`src/rtl/mw_pkg.sv`:
```
package mw_pkg;

  typedef enum logic [2:0] {
    ST_IDLE,
    ST_HDR,
    ST_WDATA,
    ST_READ,
    ST_HOLD
  } mw_state_e;

  typedef enum logic [1:0] {
    CODE_SYS   = 2'b00,
    CODE_WRITE = 2'b01,
    CODE_READ  = 2'b10,
    CODE_RSVD  = 2'b11
  } mw_code_e;

  localparam logic [1:0] SYS_LOCK  = 2'b00;
  localparam logic [1:0] SYS_FILL  = 2'b10;
  localparam logic [1:0] SYS_ARM   = 2'b11;

endpackage

```
`src/rtl/mw_sync.sv`:
```
module mw_sync #(
  parameter int WIDTH  = 4,
  parameter int STAGES = 2
) (
  input  logic             clk,
  input  logic             rst,
  input  logic [WIDTH-1:0] d,
  output logic [WIDTH-1:0] q
);

  logic [WIDTH-1:0] chain [STAGES];

  genvar s;
  generate
    for (s = 0; s < STAGES; s++) begin : g_stage
      always_ff @(posedge clk) begin
        if (rst) chain[s] <= '0;
        else if (s == 0) chain[s] <= d;
        else chain[s] <= chain[(s == 0) ? 0 : s-1];
      end
    end
  endgenerate

  assign q = chain[STAGES-1];

endmodule

```
`src/rtl/mw_store.sv`:
```
module mw_store #(
  parameter int WORDS = 64,
  parameter int LW    = 8,
  localparam int WA   = $clog2(WORDS)
) (
  input  logic          clk,
  input  logic          rst,
  input  logic          wr_en,
  input  logic [WA-1:0] wr_addr,
  input  logic [1:0]    wr_lanes,
  input  logic [2*LW-1:0] wr_data,
  input  logic [WA-1:0] rd_addr,
  output logic [2*LW-1:0] rd_data,
  input  logic          erase_go,
  output logic          erasing
);

  logic [WA-1:0] sweep;
  logic [WA-1:0] port_addr;
  logic [1:0]    port_lanes;
  logic [2*LW-1:0] port_data;

  always_ff @(posedge clk) begin
    if (rst) begin
      erasing <= 1'b0;
      sweep   <= '0;
    end else if (erase_go) begin
      erasing <= 1'b1;
      sweep   <= '0;
    end else if (erasing) begin
      sweep <= sweep + 1'b1;
      if (sweep == WA'(WORDS-1)) erasing <= 1'b0;
    end
  end

  always_comb begin
    if (erasing) begin
      port_addr  = sweep;
      port_lanes = 2'b11;
      port_data  = '1;
    end else begin
      port_addr  = wr_addr;
      port_lanes = wr_en ? wr_lanes : 2'b00;
      port_data  = wr_data;
    end
  end

  genvar l;
  generate
    for (l = 0; l < 2; l++) begin : g_lane
      logic [LW-1:0] ram [WORDS];
      always_ff @(posedge clk) begin
        if (port_lanes[l]) ram[port_addr] <= port_data[l*LW +: LW];
        rd_data[l*LW +: LW] <= ram[rd_addr];
      end
    end
  endgenerate

endmodule

```
`src/rtl/mw_ctrl.sv`:
```
module mw_ctrl
  import mw_pkg::*;
#(
  parameter int LW    = 8,
  parameter int BA    = 7,
  localparam int WA   = BA - 1,
  localparam int HW   = 2 + BA,
  localparam int CW   = $clog2(2*LW + HW)
) (
  input  logic            clk,
  input  logic            rst,
  input  logic            cs,
  input  logic            sk_rise,
  input  logic            din,
  input  logic            wide,
  output logic            wel,
  output logic            wr_en,
  output logic [WA-1:0]   wr_addr,
  output logic [1:0]      wr_lanes,
  output logic [2*LW-1:0] wr_data,
  output logic            erase_go,
  output logic [WA-1:0]   rd_addr,
  input  logic [2*LW-1:0] rd_data,
  output logic            dout
);

  localparam logic [CW-1:0] LAST_HDR_N = CW'(HW-1);
  localparam logic [CW-1:0] LAST_HDR_W = CW'(HW-2);
  localparam logic [CW-1:0] LAST_DAT_N = CW'(LW-1);
  localparam logic [CW-1:0] LAST_DAT_W = CW'(2*LW-1);

  mw_state_e       st;
  logic [HW-2:0]   hsr;
  logic [2*LW-1:0] wsr;
  logic [2*LW-1:0] osr;
  logic [CW-1:0]   cnt;
  logic [BA-1:0]   ptr;
  logic [1:0]      ld_pipe;

  logic [HW-1:0]   hdr_full;
  logic [HW-1:0]   hdr_al;
  mw_code_e        code;
  logic [1:0]      sys_sel;
  logic [BA-1:0]   hdr_ptr;
  logic            hdr_last;
  logic            dat_last;

  always_comb begin
    hdr_full = {hsr, din};
    hdr_al   = wide ? {hdr_full[HW-2:0], 1'b0} : hdr_full;
    code     = mw_code_e'(hdr_al[HW-1 -: 2]);
    sys_sel  = hdr_al[BA-1 -: 2];
    hdr_ptr  = wide ? {hdr_al[BA-1:1], 1'b0} : hdr_al[BA-1:0];
    hdr_last = (cnt == (wide ? LAST_HDR_W : LAST_HDR_N));
    dat_last = (cnt == (wide ? LAST_DAT_W : LAST_DAT_N));
  end

  assign rd_addr  = ptr[BA-1:1];
  assign wr_addr  = ptr[BA-1:1];
  assign wr_lanes = wide ? 2'b11 : (ptr[0] ? 2'b01 : 2'b10);
  assign wr_data  = wide ? wsr : {wsr[LW-1:0], wsr[LW-1:0]};

  always_ff @(posedge clk) begin
    if (rst) begin
      st       <= ST_IDLE;
      hsr      <= '0;
      wsr      <= '0;
      osr      <= '0;
      cnt      <= '0;
      ptr      <= '0;
      ld_pipe  <= '0;
      wel      <= 1'b0;
      wr_en    <= 1'b0;
      erase_go <= 1'b0;
      dout     <= 1'b0;
    end else begin
      wr_en    <= 1'b0;
      erase_go <= 1'b0;
      ld_pipe  <= {ld_pipe[0], 1'b0};
      if (ld_pipe[1]) begin
        if (wide) osr <= rd_data;
        else osr <= {(ptr[0] ? rd_data[LW-1:0] : rd_data[2*LW-1:LW]), {LW{1'b0}}};
      end
      if (!cs) begin
        st   <= ST_IDLE;
        cnt  <= '0;
        dout <= 1'b0;
      end else if (sk_rise) begin
        case (st)
          ST_IDLE: begin
            if (din) begin
              st  <= ST_HDR;
              cnt <= '0;
            end
          end
          ST_HDR: begin
            hsr <= hdr_full[HW-2:0];
            cnt <= cnt + 1'b1;
            if (hdr_last) begin
              cnt <= '0;
              st  <= ST_HOLD;
              case (code)
                CODE_READ: begin
                  ptr     <= hdr_ptr;
                  ld_pipe <= 2'b01;
                  dout    <= 1'b0;
                  st      <= ST_READ;
                end
                CODE_WRITE: begin
                  ptr <= hdr_ptr;
                  st  <= ST_WDATA;
                end
                CODE_SYS: begin
                  case (sys_sel)
                    SYS_ARM:  wel <= 1'b1;
                    SYS_LOCK: wel <= 1'b0;
                    SYS_FILL: erase_go <= wel;
                    default: ;
                  endcase
                end
                default: ;
              endcase
            end
          end
          ST_WDATA: begin
            wsr <= {wsr[2*LW-2:0], din};
            cnt <= cnt + 1'b1;
            if (dat_last) begin
              wr_en <= wel;
              cnt   <= '0;
              st    <= ST_HOLD;
            end
          end
          ST_READ: begin
            dout <= osr[2*LW-1];
            osr  <= {osr[2*LW-2:0], 1'b0};
            if (dat_last) begin
              cnt     <= '0;
              ptr     <= ptr + (wide ? BA'(2) : BA'(1));
              ld_pipe <= 2'b01;
            end else begin
              cnt <= cnt + 1'b1;
            end
          end
          default: ;
        endcase
      end
    end
  end

endmodule

```
`src/rtl/mw_eeprom.sv`:
```
module mw_eeprom #(
  parameter int MEM_BYTES   = 128,
  parameter int LANE_W      = 8,
  parameter int SYNC_STAGES = 2,
  localparam int WORDS      = MEM_BYTES / 2,
  localparam int BA         = $clog2(MEM_BYTES),
  localparam int WA         = BA - 1
) (
  input  logic clk,
  input  logic rst,
  input  logic wide,
  input  logic sel,
  input  logic sclk,
  input  logic sdi,
  output logic sdo
);

  logic [3:0] raw_in;
  logic [3:0] syn_in;
  logic       sel_s, sclk_s, sdi_s, wide_s;
  logic       sclk_d;
  logic       sk_rise;

  logic              wel_q;
  logic              wr_en;
  logic [WA-1:0]     wr_addr;
  logic [1:0]        wr_lanes;
  logic [2*LANE_W-1:0] wr_data;
  logic              erase_go;
  logic              erasing;
  logic [WA-1:0]     rd_addr;
  logic [2*LANE_W-1:0] rd_data;

  assign raw_in = {wide, sdi, sclk, sel};

  mw_sync #(.WIDTH(4), .STAGES(SYNC_STAGES)) i_sync (
    .clk (clk),
    .rst (rst),
    .d   (raw_in),
    .q   (syn_in)
  );

  assign {wide_s, sdi_s, sclk_s, sel_s} = syn_in;

  always_ff @(posedge clk) begin
    if (rst) sclk_d <= 1'b0;
    else sclk_d <= sclk_s;
  end

  assign sk_rise = sclk_s & ~sclk_d;

  mw_ctrl #(.LW(LANE_W), .BA(BA)) i_ctrl (
    .clk      (clk),
    .rst      (rst),
    .cs       (sel_s),
    .sk_rise  (sk_rise),
    .din      (sdi_s),
    .wide     (wide_s),
    .wel      (wel_q),
    .wr_en    (wr_en),
    .wr_addr  (wr_addr),
    .wr_lanes (wr_lanes),
    .wr_data  (wr_data),
    .erase_go (erase_go),
    .rd_addr  (rd_addr),
    .rd_data  (rd_data),
    .dout     (sdo)
  );

  mw_store #(.WORDS(WORDS), .LW(LANE_W)) i_store (
    .clk      (clk),
    .rst      (rst),
    .wr_en    (wr_en),
    .wr_addr  (wr_addr),
    .wr_lanes (wr_lanes),
    .wr_data  (wr_data),
    .rd_addr  (rd_addr),
    .rd_data  (rd_data),
    .erase_go (erase_go),
    .erasing  (erasing)
  );

endmodule

```
`config.mk`:
```
export PLATFORM = sky130hd
export DESIGN_NAME = mw_eeprom
export DESIGN_NICKNAME = d
export VERILOG_FILES = /design/src/rtl/mw_pkg.sv /design/src/rtl/mw_sync.sv /design/src/rtl/mw_store.sv /design/src/rtl/mw_ctrl.sv /design/src/rtl/mw_eeprom.sv
export SDC_FILE = /design/constraint.sdc
export NUM_CORES = 1
export LEC_CHECK = 0
export ABC_AREA = 1
export BUFFER_PORTS_ARGS = -buffer_cell sky130_fd_sc_hd__clkbuf_2
export CAP_MARGIN = 30
export CORE_MARGIN = 3
export CORE_UTILIZATION = 55
export DETAILED_ROUTE_END_ITERATION = 12
export PLACE_DENSITY = 0.7
export REMOVE_ABC_BUFFERS = 1
export SYNTH_ARGS = -nofsm -noshare
export SYNTH_HDL_FRONTEND = slang
export SYNTH_SLANG_ARGS = --single-unit
```
`constraint.sdc`:
```
create_clock -name clk -period 5.4 [get_ports clk]
set_input_delay 1.08 -clock clk [delete_from_list [all_inputs] [get_ports clk]]
set_output_delay 1.08 -clock clk [all_outputs]
set_load 0.005 [all_outputs]
```
# [Word-level counts from Yosys, hierarchy flattened]
# Memory sizes are Yosys's and may differ from the RTL's. A register that Yosys moved wholly into a read port is not among the register bits.
# Index checks and enable logic that the tools add are counted.
# W data, S select, Z words.
[word_totals] register_bits=69 ramBits=1032 input_bits=6 out_inout_bits=1 word_cells=123 mem_count=3
[classes] add_sub_neg=3 n_eq_ne=16 muxes=53 bitwise_logic=12 reduce_logical=21
[memory_table] name="i_store.g_lane[0].ram" words=64 word_bits=8 rd=1 rd_clocked_by_memory_dff=1 wr=1 line_no="mw_store.sv:51" source="logic [LW-1:0] ram [WORDS];"
[memory_table] name="i_store.g_lane[1].ram" words=64 word_bits=8 rd=1 rd_clocked_by_memory_dff=1 wr=1 line_no="mw_store.sv:51"
[memory_table] name="i_sync.chain" words=2 word_bits=4 rd=2 rd_clocked_by_memory_dff=0 wr=2 line_no="mw_sync.sv:11" source="logic [WIDTH-1:0] chain [STAGES];"
[op_table] op="$mux W16" count=7
[op_table] op="$mux W7" count=3
[op_table] op="$mux W2" count=10
[op_table] op="$mux W4" count=4
[op_table] op="$mux W5" count=3
[op_table] op="$pmux W5 S3" count=1
[op_table] op="$pmux W7 S2" count=1
[op_table] op="$mux W1" count=13
[op_table] op="$reduce_and A6 Y1" count=2
[op_table] op="$eq A5 B5 Y1" count=2
[op_table] op="$mux W3" count=3
[op_table] op="$mux W9" count=1
[op_table] op="$not A1 Y1" count=9
[op_table] op="$pmux W3 S3" count=1
[op_table] op="$reduce_and A3 Y1" count=3
[op_table] op="$mux W8" count=1
[op_table] op="$reduce_or A2 Y1" count=4
[op_table] op="$add A7 B7 Y7" count=1
[op_table] op="$reduce_or A7 Y1" count=1
[op_table] op="$add A6 B1 Y6 const B" count=1
[op_table] op="$eq A2 B2 Y1 const B" count=3
[op_table] op="$eq A3 B2 Y1 const B" count=2
[op_table] op="$eq A6 B6 Y1 const B" count=1
[op_table] op="$mux W6" count=1
[op_table] op="18 further kinds" count=27

# [Logic depth before layout (Yosys ltp)]
# An unclocked memory read counts as a cell.
[logic_depth] depth_word=8 mapped_depth=14 ltp_nobuf=11

# [Modules after synthesis]
# A second synthesis with hierarchy kept.
[unflattened] cells_unflattened=4247 area_unflattened_um2=46618.5
[modules_own_cells] mod="mw_store" n_inst=1 cells_each=3717 area_per_inst_um2=42948.7 seq_area_each_um2=31209.9
[modules_own_cells] mod="mw_ctrl" n_inst=1 cells_each=501 area_per_inst_um2=3407.0 seq_area_each_um2=1221.2
[modules_own_cells] mod="mw_sync" n_inst=1 cells_each=25 area_per_inst_um2=231.5 seq_area_each_um2=160.2
[modules_own_cells] mod="mw_eeprom" n_inst=1 cells_each=4 area_per_inst_um2=31.3 seq_area_each_um2=20.0

# [Worst setup path before layout]
# OpenSTA, ideal clock, no wires.
[synth_timing] kind="reg-to-reg" from="memory i_sync.chain[1][3]" to="memory i_store.g_lane[1].ram[0][0], data pin" setup_time_ps=702 arrival_ps=3461 t_required_ps=4698 setup_slack_ps=1237 path_stages_with_launch=5 path_buffers=3 period_less_slack_ps=4163 cell_sequence="dfxtp_1 > buf_2 > clkbuf_1 > buf_1 > o21ai_0"
[synth_lines] element="start, declared" line_no="mw_sync.sv:11"
[synth_lines] element="end, declared" line_no="mw_store.sv:51"

# [Worst setup path in the final report]
[layout_timing] from="register i_ctrl.ptr[2]" to="memory i_store.g_lane[0].ram[62][0], enable pin"
[layout_via] elab_chain_len=1
[layout_rtl] element="start, declared" line_no="mw_ctrl.sv:37" source="logic [BA-1:0] ptr;"
[layout_rtl] element="start signal, assigned" line_no="mw_ctrl.sv:104" source="ptr <= hdr_ptr;"
[layout_rtl] element="start signal, assigned" line_no="mw_ctrl.sv:110" source="ptr <= hdr_ptr;"
[layout_rtl] element="start signal, assigned" line_no="mw_ctrl.sv:139" source="ptr <= ptr + (wide ? BA'(2) : BA'(1));"
[layout_rtl] element="$mux W6" line_no="mw_store.sv:37" source="if (erasing) begin"
[layout_rtl] element="end, declared" line_no="mw_store.sv:51"
# Every way passes these cells.

==> run metrics <==
Yosys warnings=0; ys flop type=edfxtp_1; VDD IR max=0.2507 mV; synth unique cells=35; hold crit path type=reg -> reg; FF+latch count, synth=1117; hpwl dp=65700 µm; Max-Cap Viols=0; drt first-iter violations=3631; sequential fraction of the synthesis area=71.11%; Global Route Usage Sum=25.95%; Place WS=1.410 ns; die area=86880 µm²; Ports=7; # rows=105; clock sink total=1117; synthesized area per cell=11.35 µm²; Hold Path Sink=i_sync.chain[1][1]; Clock Skew=0.01724 ns; post-DR wirelength/cell=21.88 µm; grt ovf=0; WP data arrival=4.37 ns; Final period util=75.92%; register area=32620 µm²; drt total wl=113300 µm; crit-path leading delay family=simple AND/OR/NAND/NOR gates; RSZ-0062 raised after global routing=no; layout cell share with drive strength beyond 1=8.301%; Reg clk slew, reported paths=0.06 ns; core area=82370 µm²; # nets final=4031; Async SR Flop Fraction=0%; Post-Syn Instances=4040; residual DRC count=0; outcome=complete, no violations; Worst Setup Start Kind=flip-flop; area of the multi-input gates=11670 µm²; final worst slack=1.300 ns; DR pass1 iterations=6; Final GP Congestion=0.8610; number of synthesized flops with an enable pin=1024; Die W=294.8 µm; largest net degree at the start of global routing=237; crit path kind=reg -> reg; reg-to-reg slack, setup=1.30 ns; die height=294.8 µm; Hold-fix buffers, CTS=0; worst-path cell chain=inv_4 -> o21ai_0 -> nand2_1 -> nor2_1 -> nand2_1 -> nor2_1; setup TNS=0 ns; Worst R2R End=i_store.g_lane[0].ram[62][0]; initial antenna violation count=0; Max clock buf depth=3; GR Util met2=41.16%; I/O Buffers=6; grt peak-use layer=met2; Leak=17.65 nW; starting density of the core=55.67%; met3 usage=4.318%; synthesized area=45860 µm²; # resized after CTS=0; post-layout util=61.47%; max incr delay on CP=0.88 ns; Final ANT Viol Nets=0; min-delay src=i_sync.chain[0][1]; R2R Path Start=i_ctrl.ptr[2]; clk root buf=clkbuf_16; Crit path required time=5.67 ns; Post-CTS Setup Inserts=0; CP Capture Type=flip-flop; Hold Vio Cnt, Final=0; final-report max-slew violation count=0; Slew headroom=24.21%; # diodes=0; hold depth=2; f_max=243.9 MHz; Final Critical Period=4.100 ns; CP startpoint=i_ctrl.ptr[2]; TritonCTS clock tree=done; Worst Reg-to-Reg Cells=6; vias in the first global route=28939; vias post-DR=30554; Buf/Inv on CP=1; endpoints failing setup=0; CP max stage cell=dfxtp_4; post-DR vias/cell=5.901; clock buffer count from CTS=111; H-tree Lvls=3; pwr/cell area=345.4 nW/µm²; M1 GR Usage=36.69%; first-pass GRT wire length=172000 µm; Max FO, Critical Path=80; worst skew pair latency=0.66 ns; fill count=6374; worst slew pin tran=1.137 ns; Area Overhead vs Synth=10.42%
==> where the power goes <==
part           switching, mW  internal, mW
clock network           3.11          4.33
logic                  0.407        0.0586
registers             0.0171          9.56
==> metrics by stage <==
| step | area [µm²] | total power [mW] | hold WS [ns] | cells |
|---|---|---|---|---|
| after floorplan | 44680 | 9.970 | 0.3883 | 3787 |
| after global placement | 46830 | 10.21 | 0.4002 | 4944 |
| after detailed placement | 46990 | 10.22 | 0.4019 | 4961 |
| after CTS | 50540 | 17.56 | 0.4110 | 5168 |
| after global routing | 50640 | 17.96 | 0.4321 | 5178 |
| final | 50640 | 17.49 | 0.4065 | 5178 |
==> synth_stat cells (4+ instances only) <==
cell type / instances / share of area (%)
a21oi_1: 122 / 1.3
nand4_1: 5 / 0.068
nor2_1: 910 / 7.4
buf_2: 46 / 0.50
buf_6: 19 / 0.47
buf_1: 37 / 0.30
o211ai_1: 136 / 2.2
clkbuf_1: 145 / 1.2
inv_1: 136 / 1.1
nor3_1: 69 / 0.75
nand3_1: 217 / 2.4
buf_4: 5 / 0.082
nand2_1: 429 / 3.5
dfxtp_1: 93 / 4.1
a211oi_1: 4 / 0.065
or2_2: 49 / 0.67
ha_1: 10 / 0.27
edfxtp_1: 1024 / 67
o21ai_1: 117 / 1.3
o21ai_0: 437 / 4.8
or2_1: 7 / 0.095
==> sequential cells by signal, summed over array words and instances, names as in the netlist <==
signal              flops
i_ctrl.cnt              5
i_ctrl.dout             1
i_ctrl.erase_go         1
i_ctrl.hsr              8
i_ctrl.ld_pipe          2
i_ctrl.osr             16
i_ctrl.ptr              7
i_ctrl.st               3
i_ctrl.wel              1
i_ctrl.wr_en            1
i_ctrl.wsr             16
i_store.erasing         1
i_store.g_lane.ram   1024
i_store.rd_data        16
i_store.sweep           6
i_sync.chain            8
sclk_d                  1
==> cell type report <==
type / count / area share [%]
clock buffers: 163 / 6.259
repair buffers: 114 / 1.828
multi-input cells: 2529 / 23.04
flip-flops and latches: 1117 / 64.42
inverters: 141 / 1.067
clock inverters: 44 / 0.7437
well taps: 1070 / 2.644
==> metal layers <==
layer / up-vias / part of all wire (%)
li1: 14149 / -
met1: 14766 / 41
met2: 1399 / 47
met3: 240 / 8.5
met4: 0 / 3.4
met5: - / 0
==> how the worst max path moves through the flow <==
stage | end | depth (start not counted)
floorplan | i_store.g_lane[0].ram[13][0] | 4
global placement | i_store.g_lane[1].ram[56][0] | 7
detailed placement | i_store.g_lane[1].ram[63][5] | 6
CTS | i_store.g_lane[1].ram[63][7] | 6
global route | i_store.g_lane[1].ram[63][7] | 6
finish | i_store.g_lane[0].ram[62][0] | 6
==> cell usage in the layout (no fill, tap or decap), types with 5 or more instances in the layout <==
cell type and n:
clkbuf_1 38, a21oi_1 120, buf_4 83, buf_2 15, edfxtp_1 1024, nor2_1 910, buf_16 5, clkinv_2 16
o21ai_1 117, o21ai_0 434, bufinv_16 6, dfxtp_1 90, or2_2 49, nor3_1 69, clkbuf_8 9, nand3_1 212
nand2_1 425, or2_1 7, clkinv_1 20, nand4_1 5, ha_1 10, clkbuf_2 7, o211ai_1 136, clkbuf_16 116
nand3_4 5, nand2_2 5, inv_1 132
==> kinds of logic after synthesis <==
family | after synthesis | share of synthesized area [%]
simple gates | 1689 | 14.96
flops | 1117 | 71.11
compound gates | 825 | 9.806
buf+inv | 394 | 3.727
fa+ha+maj | 11 | 0.3165
xor+xnor | 3 | 0.05731
mux | 1 | 0.02183
==> tightest hold or removal path, cell delays in order (launching register included) <==
cell	delay (ns)
dfxtp_1	0.30
inv_1	0.04
nor2_1	0.03
No activity file was read; power rests on OpenSTA's default activity.
